===== config.mk =====
export PLATFORM = sky130hd
export DESIGN_NAME = lin_rxs_master
export DESIGN_NICKNAME = d
export VERILOG_FILES = /design/src/rtl/lin_rxs_pkg.sv /design/src/rtl/lin_rxs_cmd.sv /design/src/rtl/lin_rxs_chk.sv /design/src/rtl/lin_rxs_tmo.sv /design/src/rtl/lin_rxs_master.sv
export SDC_FILE = /design/constraint.sdc
export NUM_CORES = 1
export LEC_CHECK = 0
export CAP_MARGIN = 20
export CORE_MARGIN = 3
export CORE_UTILIZATION = 50
export CTS_CLUSTER_DIAMETER = 30
export DETAILED_ROUTE_END_ITERATION = 16
export DONT_BUFFER_PORTS = 1
export GPL_ROUTABILITY_DRIVEN = 1
export PLACE_DENSITY_LB_ADDON = 0.05
export SYNTH_ARGS = -nofsm -noshare
export SYNTH_HDL_FRONTEND = slang
export SYNTH_SLANG_ARGS = --single-unit

===== constraint.sdc =====
create_clock -name clk -period 3.43 [get_ports clk]
set_input_delay 0.686 -clock clk [delete_from_list [all_inputs] [get_ports clk]]
set_output_delay 0.686 -clock clk [all_outputs]
set_load 0.02 [all_outputs]

===== src/rtl/lin_rxs_pkg.sv =====
package lin_rxs_pkg;

  localparam int TMO_HI_W = 4;
  localparam int TMO_W    = 8 + TMO_HI_W;

  localparam logic [7:0] SYNC_BYTE = 8'h55;
  localparam logic [7:0] CRC_POLY  = 8'h1D;
  localparam logic [7:0] CRC_INIT  = 8'hFF;

  typedef enum logic [2:0] {
    ST_IDLE, ST_BRK, ST_SYN, ST_PID, ST_DATA, ST_CRC, ST_CKS
  } lin_st_e;

  typedef struct packed {
    logic [7:0]       pid;
    logic [7:0]       len;
    logic             crc_en;
    logic             cks_en;
    logic             enh;
    logic [TMO_W-1:0] tmo;
  } lin_cfg_t;

  // 8-bit add with the carry folded back in
  function automatic logic [7:0] cks_add(input logic [7:0] a, input logic [7:0] b);
    logic [8:0] s;
    s = {1'b0, a} + {1'b0, b};
    return s[7:0] + {7'b0, s[8]};
  endfunction

  // one byte through the CRC-8 register, MSB first
  function automatic logic [7:0] crc8_upd(input logic [7:0] c, input logic [7:0] d);
    logic [7:0] r;
    r = c ^ d;
    for (int i = 0; i < 8; i++)
      r = r[7] ? ((r << 1) ^ CRC_POLY) : (r << 1);
    return r;
  endfunction

endpackage


===== src/rtl/lin_rxs_cmd.sv =====
module lin_rxs_cmd
  import lin_rxs_pkg::*;
(
  input  logic     clk,
  input  logic     rst_n,
  input  logic     acc,
  input  logic [7:0] din,
  input  logic     busy,
  output lin_cfg_t cfg,
  output logic     start,
  output logic     ovr_evt
);

  logic [1:0] idx;
  logic [7:0] b_pid, b_len, b_ctl, b_lo;
  logic       take;

  assign take    = acc && !busy;
  assign ovr_evt = acc && busy;

  always_ff @(posedge clk or negedge rst_n) begin
    if (!rst_n) begin
      idx   <= '0;
      b_pid <= '0;
      b_len <= '0;
      b_ctl <= '0;
      b_lo  <= '0;
      start <= 1'b0;
    end else begin
      start <= take && (idx == 2'd3) && !b_ctl[7];
      if (take) begin
        idx <= idx + 2'd1;
        case (idx)
          2'd0:    b_pid <= din;
          2'd1:    b_len <= din;
          2'd2:    b_ctl <= din;
          default: b_lo  <= din;
        endcase
      end
    end
  end

  assign cfg.pid    = b_pid;
  assign cfg.len    = b_len;
  assign cfg.crc_en = b_ctl[6];
  assign cfg.cks_en = b_ctl[5];
  assign cfg.enh    = b_ctl[4];
  assign cfg.tmo    = {b_ctl[TMO_HI_W-1:0], b_lo};

  a_r2_dir_blocks: assert property (@(posedge clk) disable iff (!rst_n)
    (take && idx == 2'd3 && b_ctl[7]) |=> !start);

endmodule


===== src/rtl/lin_rxs_chk.sv =====
module lin_rxs_chk
  import lin_rxs_pkg::*;
(
  input  logic       clk,
  input  logic       rst_n,
  input  logic       init,
  input  logic       enh,
  input  logic [7:0] pid,
  input  logic       data_evt,
  input  logic [7:0] data,
  output logic [7:0] cks_exp,
  output logic [7:0] crc_exp
);

  logic [7:0] sum;

  always_ff @(posedge clk or negedge rst_n) begin
    if (!rst_n) begin
      sum     <= '0;
      crc_exp <= CRC_INIT;
    end else if (init) begin
      sum     <= enh ? pid : 8'h00;
      crc_exp <= CRC_INIT;
    end else if (data_evt) begin
      sum     <= cks_add(sum, data);
      crc_exp <= crc8_upd(crc_exp, data);
    end
  end

  assign cks_exp = ~sum;

endmodule


===== src/rtl/lin_rxs_tmo.sv =====
module lin_rxs_tmo #(
  parameter int W = 12
) (
  input  logic         clk,
  input  logic         rst_n,
  input  logic         run,
  input  logic         tick,
  input  logic [W-1:0] limit,
  output logic         expire
);

  logic [W-1:0] cnt;

  assign expire = run && (limit != '0) && (cnt >= limit);

  always_ff @(posedge clk or negedge rst_n) begin
    if (!rst_n)             cnt <= '0;
    else if (!run)          cnt <= '0;
    else if (tick && !expire) cnt <= cnt + 1'b1;
  end

  a_r9_cnt_bounded: assert property (@(posedge clk) disable iff (!rst_n)
    (run && limit != '0 && $past(run)) |-> (cnt <= limit));

endmodule


===== src/rtl/lin_rxs_master.sv =====
module lin_rxs_master
  import lin_rxs_pkg::*;
#(
  parameter int TW = TMO_W
) (
  input  logic       clk,
  input  logic       rst_n,
  input  logic       cmd_wr,
  input  logic [7:0] cmd_data,
  input  logic       dma_en,
  output logic       tx_dreq,
  input  logic       tx_dack,
  input  logic       bit_tick,
  output logic       phy_tx_valid,
  output logic       phy_tx_break,
  output logic [7:0] phy_tx_byte,
  input  logic       phy_tx_done,
  input  logic       phy_rx_valid,
  input  logic [7:0] phy_rx_byte,
  output logic [7:0] rd_data,
  output logic       rx_ready,
  input  logic       rx_ready_clr,
  output logic       rx_dreq,
  input  logic       rx_dack,
  input  logic       flag_clr,
  output logic       frame_done,
  output logic       crc_err,
  output logic       cks_err,
  output logic       timeout_err,
  output logic       overrun_err
);

  lin_st_e    state;
  lin_cfg_t   cfg;
  logic       start, busy, cmd_acc, ovr_evt;
  logic [7:0] rem, cks_exp, crc_exp;
  logic       tmo_run, tmo_expire;
  logic       hdr_done, data_evt, crc_evt, cks_evt, fin_evt, data_last;
  lin_st_e    trail_st;

  assign busy    = (state != ST_IDLE) || start;
  assign cmd_acc = dma_en ? tx_dack : cmd_wr;
  assign tx_dreq = dma_en && !busy;
  assign rx_dreq = dma_en && rx_ready;

  lin_rxs_cmd u_cmd (
    .clk(clk), .rst_n(rst_n), .acc(cmd_acc), .din(cmd_data), .busy(busy),
    .cfg(cfg), .start(start), .ovr_evt(ovr_evt)
  );

  assign tmo_run = (state == ST_DATA) || (state == ST_CRC) || (state == ST_CKS);

  lin_rxs_tmo #(.W(TW)) u_tmo (
    .clk(clk), .rst_n(rst_n), .run(tmo_run), .tick(bit_tick),
    .limit(cfg.tmo[TW-1:0]), .expire(tmo_expire)
  );

  // named events for the datapath and assertions
  assign hdr_done  = (state == ST_PID) && phy_tx_done;
  assign data_evt  = (state == ST_DATA) && phy_rx_valid && !tmo_expire;
  assign crc_evt   = (state == ST_CRC)  && phy_rx_valid && !tmo_expire;
  assign cks_evt   = (state == ST_CKS)  && phy_rx_valid && !tmo_expire;
  assign data_last = data_evt && (rem == 8'd1);
  assign trail_st  = cfg.crc_en ? ST_CRC : (cfg.cks_en ? ST_CKS : ST_IDLE);
  assign fin_evt   = ((hdr_done && cfg.len == 8'd0) || data_last) && trail_st == ST_IDLE
                   || (crc_evt && !cfg.cks_en) || cks_evt;

  lin_rxs_chk u_chk (
    .clk(clk), .rst_n(rst_n), .init(start), .enh(cfg.enh), .pid(cfg.pid),
    .data_evt(data_evt), .data(phy_rx_byte), .cks_exp(cks_exp), .crc_exp(crc_exp)
  );

  always_ff @(posedge clk or negedge rst_n) begin
    if (!rst_n) begin
      state <= ST_IDLE;
      rem   <= '0;
    end else if (tmo_expire) begin
      state <= ST_IDLE;
    end else begin
      case (state)
        ST_IDLE: if (start) state <= ST_BRK;
        ST_BRK:  if (phy_tx_done) state <= ST_SYN;
        ST_SYN:  if (phy_tx_done) state <= ST_PID;
        ST_PID:  if (phy_tx_done) begin
                   rem   <= cfg.len;
                   state <= (cfg.len == 8'd0) ? trail_st : ST_DATA;
                 end
        ST_DATA: if (data_evt) begin
                   rem <= rem - 8'd1;
                   if (rem == 8'd1) state <= trail_st;
                 end
        ST_CRC:  if (crc_evt) state <= cfg.cks_en ? ST_CKS : ST_IDLE;
        ST_CKS:  if (cks_evt) state <= ST_IDLE;
        default: state <= ST_IDLE;
      endcase
    end
  end

  always_comb begin
    phy_tx_valid = (state == ST_BRK) || (state == ST_SYN) || (state == ST_PID);
    phy_tx_break = (state == ST_BRK);
    case (state)
      ST_SYN:  phy_tx_byte = SYNC_BYTE;
      ST_PID:  phy_tx_byte = cfg.pid;
      default: phy_tx_byte = 8'h00;
    endcase
  end

  always_ff @(posedge clk or negedge rst_n) begin
    if (!rst_n) begin
      rd_data  <= '0;
      rx_ready <= 1'b0;
    end else begin
      if (data_evt) rd_data <= phy_rx_byte;
      if (data_evt) rx_ready <= 1'b1;
      else if (rx_ready_clr || (dma_en && rx_dack)) rx_ready <= 1'b0;
    end
  end

  always_ff @(posedge clk or negedge rst_n) begin
    if (!rst_n) begin
      frame_done  <= 1'b0;
      crc_err     <= 1'b0;
      cks_err     <= 1'b0;
      timeout_err <= 1'b0;
      overrun_err <= 1'b0;
    end else begin
      frame_done  <= fin_evt ? 1'b1 : (flag_clr ? 1'b0 : frame_done);
      crc_err     <= (crc_evt && phy_rx_byte != crc_exp) ? 1'b1 : (flag_clr ? 1'b0 : crc_err);
      cks_err     <= (cks_evt && phy_rx_byte != cks_exp) ? 1'b1 : (flag_clr ? 1'b0 : cks_err);
      timeout_err <= tmo_expire ? 1'b1 : (flag_clr ? 1'b0 : timeout_err);
      overrun_err <= ovr_evt ? 1'b1 : (flag_clr ? 1'b0 : overrun_err);
    end
  end

  a_r3_tx_hold: assert property (@(posedge clk) disable iff (!rst_n)
    (phy_tx_valid && !phy_tx_done) |=> (phy_tx_valid && $stable(phy_tx_byte) && $stable(phy_tx_break)));
  a_r4_byte_out: assert property (@(posedge clk) disable iff (!rst_n)
    data_evt |=> (rx_ready && rd_data == $past(phy_rx_byte)));
  a_r5_trail_hidden: assert property (@(posedge clk) disable iff (!rst_n)
    (crc_evt || cks_evt) |=> $stable(rd_data));
  a_r8_done_idle: assert property (@(posedge clk) disable iff (!rst_n)
    fin_evt |=> (frame_done && state == ST_IDLE));
  a_r9_abort: assert property (@(posedge clk) disable iff (!rst_n)
    tmo_expire |=> (timeout_err && state == ST_IDLE));
  a_r10_overrun: assert property (@(posedge clk) disable iff (!rst_n)
    ovr_evt |=> overrun_err);
  a_r13_sticky: assert property (@(posedge clk) disable iff (!rst_n)
    (timeout_err && !flag_clr) |=> timeout_err);

endmodule


==> results of run 1 <==
==> power groups by stage <==
stage	combinational, mW	clock, mW	sequential (mW)
3_5_place_dp	2.81	0	2.04
4_1_cts	2.82	1.04	2.02
3_3_place_gp	2.77	0	2.04
2_1_floorplan	2.39	0	1.86
5_1_grt	3.17	1.09	2.09
6_report	2.83	1.02	2.03
==> cells in the mapped netlist (9+ instances only) <==
library cell and n:
dfrtp_1 80, nand2_1 53, mux2_2 37, a21oi_1 34
o21ai_0 31, ha_1 30, inv_1 29, xnor2_1 26
nand3_1 22, nor2_1 22, clkbuf_1 13, nand4_1 12
mux2i_1 11, and2_1 10, nand2b_1 10, nor3_1 10
nor4_1 9
==> metal layers <==
metal	vias up	wire (µm)	part of all wire	track usage
li1	2096	-	-	-
met5	-	0	0	0
met1	2136	6778	0.50	0.3382
met2	108	5793	0.43	0.3250
met3	9	839	0.062	0.05445
met4	0	104	0.0077	0.04407
==> area by class of cell <==
| cell class | instances | area (µm²) | share of cell area |
|---|---|---|---|
| multi-input cells | 432 | 3196 | 0.5274 |
| flip-flops and latches | 88 | 2212 | 0.3651 |
| repair buffers | 8 | 60.06 | 0.009911 |
| well taps | 140 | 175.2 | 0.02891 |
| inverters | 29 | 108.9 | 0.01796 |
| clock buffers | 9 | 225.2 | 0.03717 |
| clock inverters | 7 | 82.58 | 0.01363 |
==> kinds of logic after synthesis <==
group	synth area share
compound gates	0.1663
xor+xnor	0.05240
fa+ha+maj	0.07016
buf+inv	0.04152
flops	0.3925
mux	0.1041
simple gates	0.1730
==> through the flow <==
stage / setup slack (ns) / instances / area, µm² / util / power, mW
2_1_floorplan: 0.4450 / 573 / 5635 / - / 4.249
3_3_place_gp: 0.2755 / 697 / 5752 / 0.5260 / 4.801
3_5_place_dp: 0.2044 / 697 / 5752 / 0.5260 / 4.851
4_1_cts: 0.4786 / 713 / 6060 / 0.5541 / 5.886
5_1_grt: 0.2856 / 713 / 6060 / 0.5541 / 6.344
6_report: 0.4319 / 713 / 6060 / 0.5541 / 5.881
==> worst min path at each step <==
stage / from / end / slack (ns) / cells after the start
6_report: rst_n / rd_data[5]$_DFFE_PN0P_ / 0.04 / 0
5_1_grt: rst_n / u_cmd.b_ctl[6]$_DFFE_PN0P_ / 0.02 / 0
4_1_cts: rst_n / u_tmo.cnt[2]$_DFFE_PN0P_ / 0.02 / 0
3_5_place_dp: rst_n / rd_data[5]$_DFFE_PN0P_ / 0.39 / 0
3_3_place_gp: rst_n / rd_data[5]$_DFFE_PN0P_ / 0.39 / 0
2_1_floorplan: rst_n / cks_err$_DFFE_PN0P_ / 0.39 / 0
==> summary.txt, run 1 <==
Power and ir drop
  • Worst VDD drop: 0.0004843 V
  • PD cells: 970.5 nW/µm²
  • Psw: 2.508 mW
  • Share of total power in the clock network: 0.174
  • Gate power share: 0.481
  • Cell Int Power: 3.373 mW
  • Sequential power share: 0.345
  • Net Sw Frac: 0.4265
  • Leakage: 2.637 nW

Routing
  • Vias after detailed routing: 4349
  • DR pass1 iterations: 5
  • Residual DRC: 0
  • DR iter-0 viols: 367
  • Wirelength, routed: 13.52 mm
  • Post-route ant nets: 0
  • Avg WL per Cell: 18.96 µm
  • Vias per Instance: 6.100

Floorplanning
  • Top Ports: 53
  • Core Box Area: 10940 µm²
  • Die X: 112.2 µm
  • Die Y: 112.2 µm
  • Die ar.: 12580 µm²
  • Row count: 38
  • Initial Util: 0.5153

Critical path
  • Crit-path cells: ha_1 > fa_1 > a211oi_1 > o311ai_0 > ha_1 > nand3_1 > and3b_1 > nand3b_1 > a221oi_1 > a311o_2
  • Worst path arrival time: 3.22 ns
  • R2r startpoint: u_chk.sum[0]$_DFFE_PN0P_
  • Crit path capture: u_chk.sum[5]$_DFFE_PN0P_
  • Reg2Reg Setup Slack: 0.43 ns
  • Worst setup path start: u_chk.sum[0]$_DFFE_PN0P_
  • CP top delay family: compound AO/OA/AOI/OAI gates
  • Reg2reg path depth: 10
  • CP max stage cell: a211oi_1
  • CP required: 3.65 ns
  • CP endpoint kind: flop
  • Crit path kind: reg -> reg
  • CP dominant cell by count: ha_1
  • Reg2reg end: u_chk.sum[5]$_DFFE_PN0P_
  • Worst path bufs/invs: 0
  • Startpoint types: flop
  • Crit-path max FO: 4
  • Slowest stage delay, CP: 0.45 ns
  • Levels on crit path: 10

Layout
  • # diodes: 0
  • Commonest non-fill, non-tap cell in the layout: dfrtp_1
  • Fillers: 984
  • Commonest cells after routing, fill and taps aside: dfrtp_1, nand2_1, mux2_2
  • Synthesis-to-finish area growth: 7.527%
  • Share of cells above drive strength 1: 0.1553
  • Most flops, register: u_tmo.cnt
  • Max FFs per register: 12
  • Final-stage net count: 626

Global routing
  • First-pass GRT wire length: 22.54 mm
  • Antenna violations before repair: 1
  • Grt ovf: 0
  • Tot GR Track Use: 0.2225
  • Vias in the first global route: 4234
  • Largest net degree at the start of global routing: 89

Logic synthesis
  • Largest cells by area after synthesis: dfrtp_1, mux2_2, ha_1, xnor2_1, dfstp_2
  • Netlist cell types: 73
  • Synth warn: 0
  • Async SR Flop Fraction: 1.000
  • Synth Area per Inst: 9.835 µm²
  • Post-Syn Instances: 573
  • Main synth FF type: dfrtp_1
  • Number of synthesized flops with an enable pin: 0
  • Sequential element share of the synthesized area: 0.3925
  • Yosys reg bits: 88
  • Yosys top cell by area: dfrtp_1
  • Synthesized Nets: 631
  • Area share of the largest cell type after synthesis: 0.3552
  • Syn Std Cell Area: 5635 µm²

Clock tree
  • H-tree depth: 3
  • Clock Tree Root: clkbuf_16
  • Clock Path Buffers: 2
  • CTS resizes: 0
  • Clock Latency Late Sink: 0.35 ns
  • Clock sinks: 88
  • # hold bufs at CTS: 0
  • CTS clock-pin slew for the worst setup and hold paths: 0.06 ns
  • Post-CTS setup repair buffer count: 0
  • CTS buffer count: 9
  • CTS tree: yes

Min path
  • Hold Path Class: in -> async

STA
  • Pins Over Slew Limit: 0
  • Achievable Freq: 333.5 MHz
  • Tmin final: 2.998 ns
  • Final Hold Vio Count: 0
  • Worst Tran Pin Value: 0.6714 ns
  • Slew margin rel.: 0.5483
  • Setup TNS: 0 ns
  • Hold_ws: 0.03811 ns
  • Final cycle utilization of the critical path: 0.8741
  • RSZ-0062 raised after global routing: false
  • Setup Skew: 0.01212 ns
  • Final setup violation count: 0

Run
  • Max_cap viols: 0

Placed design
  • Port Buffer Count: 0
  • RePlAce Congestion: 0.8911
  • DP HPWL: 10.03 mm

Run status
  • Status: finished clean
Power figures use the tool's default switching activity.
==> run 2: changes to the inputs <==
--- a/config.mk
+++ b/config.mk
@@ -8,7 +8,7 @@
 export CAP_MARGIN = 20
 export CORE_MARGIN = 3
 export CORE_UTILIZATION = 50
-export CTS_CLUSTER_DIAMETER = 30
+export CTS_CLUSTER_DIAMETER = 120
 export DETAILED_ROUTE_END_ITERATION = 16
 export DONT_BUFFER_PORTS = 1
 export GPL_ROUTABILITY_DRIVEN = 1
==> constraint.sdc (replaced) <==
create_clock -name clk -period 3.43 [get_ports clk]
set_input_delay 0.686 -clock clk [delete_from_list [all_inputs] [get_ports clk]]
set_output_delay 0.686 -clock clk [all_outputs]
set_load 0.05 [all_outputs]
==> summary.txt, run 2 (synthesis results as in run 1) <==
Run status
  • Status: finished clean

Routing
  • Vias per Instance: 6.167 (+1.1%)
  • DR iter-0 viols: 458 (+25%)
  • DR pass1 iterations: 5 (unchanged)
  • Post-route ant nets: 0 (unchanged)
  • Residual DRC: 0 (unchanged)
  • Avg WL per Cell: 19.18 µm (+1.2%)
  • Wirelength, routed: 13.77 mm (+1.9%)
  • Vias after detailed routing: 4428 (+1.8%)

Clock tree
  • Clock Path Buffers: 2 (unchanged)
  • CTS buffer count: 9 (unchanged)
  • H-tree depth: 3 (unchanged)
  • Clock Tree Root: clkbuf_16
  • # hold bufs at CTS: 0 (unchanged)
  • Clock Latency Late Sink: 0.35 ns (about the same)
  • CTS tree: yes
  • CTS resizes: 0 (unchanged)
  • CTS clock-pin slew for the worst setup and hold paths: 0.06 ns (about the same)
  • Post-CTS setup repair buffer count: 0 (unchanged)
  • Clock sinks: 88 (unchanged)

Layout
  • Commonest non-fill, non-tap cell in the layout: dfrtp_1
  • Post-route design area: 6116 µm² (+0.93%)
  • Cell Count, Final, Fillers Out: 718 (+0.70%)
  • Share of cells above drive strength 1: 0.1626 (+0.007307)
  • Max FFs per register: 12 (unchanged)
  • Final-stage net count: 632 (+0.96%)
  • Most flops, register: u_tmo.cnt
  • Synthesis-to-finish area growth: 8.526%
  • # diodes: 0 (unchanged)
  • Commonest cells after routing, fill and taps aside: dfrtp_1, nand2_1, mux2_2

STA
  • Final cycle utilization of the critical path: 0.8562 (-0.01787)
  • Pins Over Slew Limit: 0 (unchanged)
  • RSZ-0062 raised after global routing: false
  • Setup Skew: 0.006277 ns (-0.005848 ns)
  • Final Hold Vio Count: 0 (unchanged)
  • Slew margin rel.: 0.5136 (-0.03471)
  • Tmin final: 2.937 ns (-0.06129 ns)
  • Worst Tran Pin Value: 0.7230 ns (+0.05159 ns)
  • Final setup violation count: 0 (unchanged)
  • Achievable Freq: 340.5 MHz (+2.1%)
  • Setup TNS: 0 ns (unchanged)

Global routing
  • Tot GR Track Use: 0.2278 (+0.005273)
  • Vias in the first global route: 4204 (-0.71%)
  • First-pass GRT wire length: 22.91 mm (+1.7%)
  • Largest net degree at the start of global routing: 89 (unchanged)
  • Antenna violations before repair: 1 (unchanged)
  • Grt ovf: 0 (unchanged)

Min path
  • Hold Path Class: in -> async

Critical path
  • CP dominant cell by count: ha_1
  • Crit-path cells: ha_1 > fa_1 > a211oi_1 > o311ai_0 > ha_1 > nand3_1 > and3b_1 > nand3b_1 > a221oi_1 > a311o_2
  • Crit-path max FO: 4 (unchanged)
  • Startpoint types: flop
  • Worst path bufs/invs: 0 (unchanged)
  • CP endpoint kind: flop
  • CP max stage cell: a211oi_1
  • Crit path kind: reg -> reg
  • Worst path arrival time: 3.17 ns (-0.05 ns)
  • Slowest stage delay, CP: 0.43 ns (-0.02 ns)
  • CP required: 3.66 ns (about the same)
  • CP top delay family: compound AO/OA/AOI/OAI gates

Placed design
  • Dpl cells: 703 (+0.86%)
  • RePlAce Congestion: 0.9083 (+1.9%)
  • DP HPWL: 10.17 mm (+1.4%)
  • Placed inst area: 5797 µm² (+0.78%)
  • Port Buffer Count: 0 (unchanged)

Power and ir drop
  • Net Sw Frac: 0.4454 (+0.01895)
  • Worst VDD drop: 0.0004976 V (+2.7%)
  • Sequential power share: 0.354 (+0.009)
  • Cell Int Power: 3.457 mW (+2.5%)
  • Leakage: 2.675 nW (+1.5%)
  • PD cells: 1019 nW/µm² (+5.0%)
  • Share of total power in the clock network: 0.172 (-0.002)
  • Gate power share: 0.474 (-0.007)
  • Psw: 2.777 mW (+11%)

Floorplanning
  • Core Box Area: 10940 µm² (unchanged)
  • Die X: 112.2 µm (unchanged)
  • Die ar.: 12580 µm² (unchanged)
  • Row count: 38 (unchanged)
  • Initial Util: 0.5153 (unchanged)
  • Die Y: 112.2 µm (unchanged)
  • Top Ports: 53 (unchanged)

Run
  • Max_cap viols: 0 (unchanged)
run 2: changes by cell type in the layout (fill, tap and decap cells not counted), sizes merged:
cell,before,now
clkinvlp,2,1
inv,33,30
buf,8,14
bufinv,1,2
clkinv,0,2
run 2: cell type report:
cell class              count  area (µm²)
multi-input cells         432        3196
clock inverters             6       93.84
repair buffers             14       105.1
well taps                 140       175.2
clock buffers               9       225.2
flip-flops and latches     88        2212
inverters                  29       108.9
fillers                   992        4820
run 2: layer usage:
metal | global-route usage | share of wire | up-vias
met3 | 0.05930 | 0.067 | 14
met4 | 0.05689 | 0.011 | 0
li1 | - | - | 2110
met1 | 0.3445 | 0.49 | 2171
met5 | 0 | 0 | -
met2 | 0.3258 | 0.43 | 133
run 2: path summary, 6_finish.rpt:
kind	to	cells past startpoint	from	slack, ns
worst max-delay path	u_chk.sum[5]$_DFFE_PN0P_	10	u_chk.sum[0]$_DFFE_PN0P_	0.49
worst min-delay path	rd_data[1]$_DFFE_PN0P_	0	rst_n	0.03
worst max register to register	u_chk.sum[5]$_DFFE_PN0P_	10	u_chk.sum[0]$_DFFE_PN0P_	0.49
worst min register to register	u_chk.crc_exp[0]$_DFFE_PN1P_	2	u_chk.crc_exp[0]$_DFFE_PN1P_	0.51
max in group asynchronous	u_chk.crc_exp[0]$_DFFE_PN1P_	0	rst_n	3.19
min in group clk	u_cmd.b_ctl[2]$_DFFE_PN0P_	1	cmd_data[2]	0.48
run 2: per-stage QoR:
stage          hold slack (ns)  power (mW)  utilization  setup WS, ns
2_1_floorplan           0.3904       4.523            -        0.4450
3_3_place_gp            0.3933       5.089       0.5301        0.2831
3_5_place_dp            0.3929       5.163       0.5301        0.2108
4_1_cts                0.02219       6.247       0.5593        0.5140
5_1_grt                0.01330       6.724       0.5593        0.2776
6_report               0.03147       6.234       0.5593        0.4932
run 2: power groups by stage:
stage	registers [mW]	clock network, mW	logic [mW]
after floorplan	2.02	0	2.51
after global placement	2.21	0	2.88
after detailed placement	2.22	0	2.94
after CTS	2.20	1.09	2.96
after global routing	2.28	1.14	3.30
final	2.21	1.07	2.96
run 2: worst register-to-register path, cell delays in order (launching register included):
cell      delay [ns]
dfrtp_1         0.40
ha_1            0.23
fa_1            0.41
a211oi_1        0.43
o311ai_0        0.21
ha_1            0.25
nand3_1         0.16
and3b_1         0.21
nand3b_1        0.08
a221oi_1        0.07
a311o_2         0.36
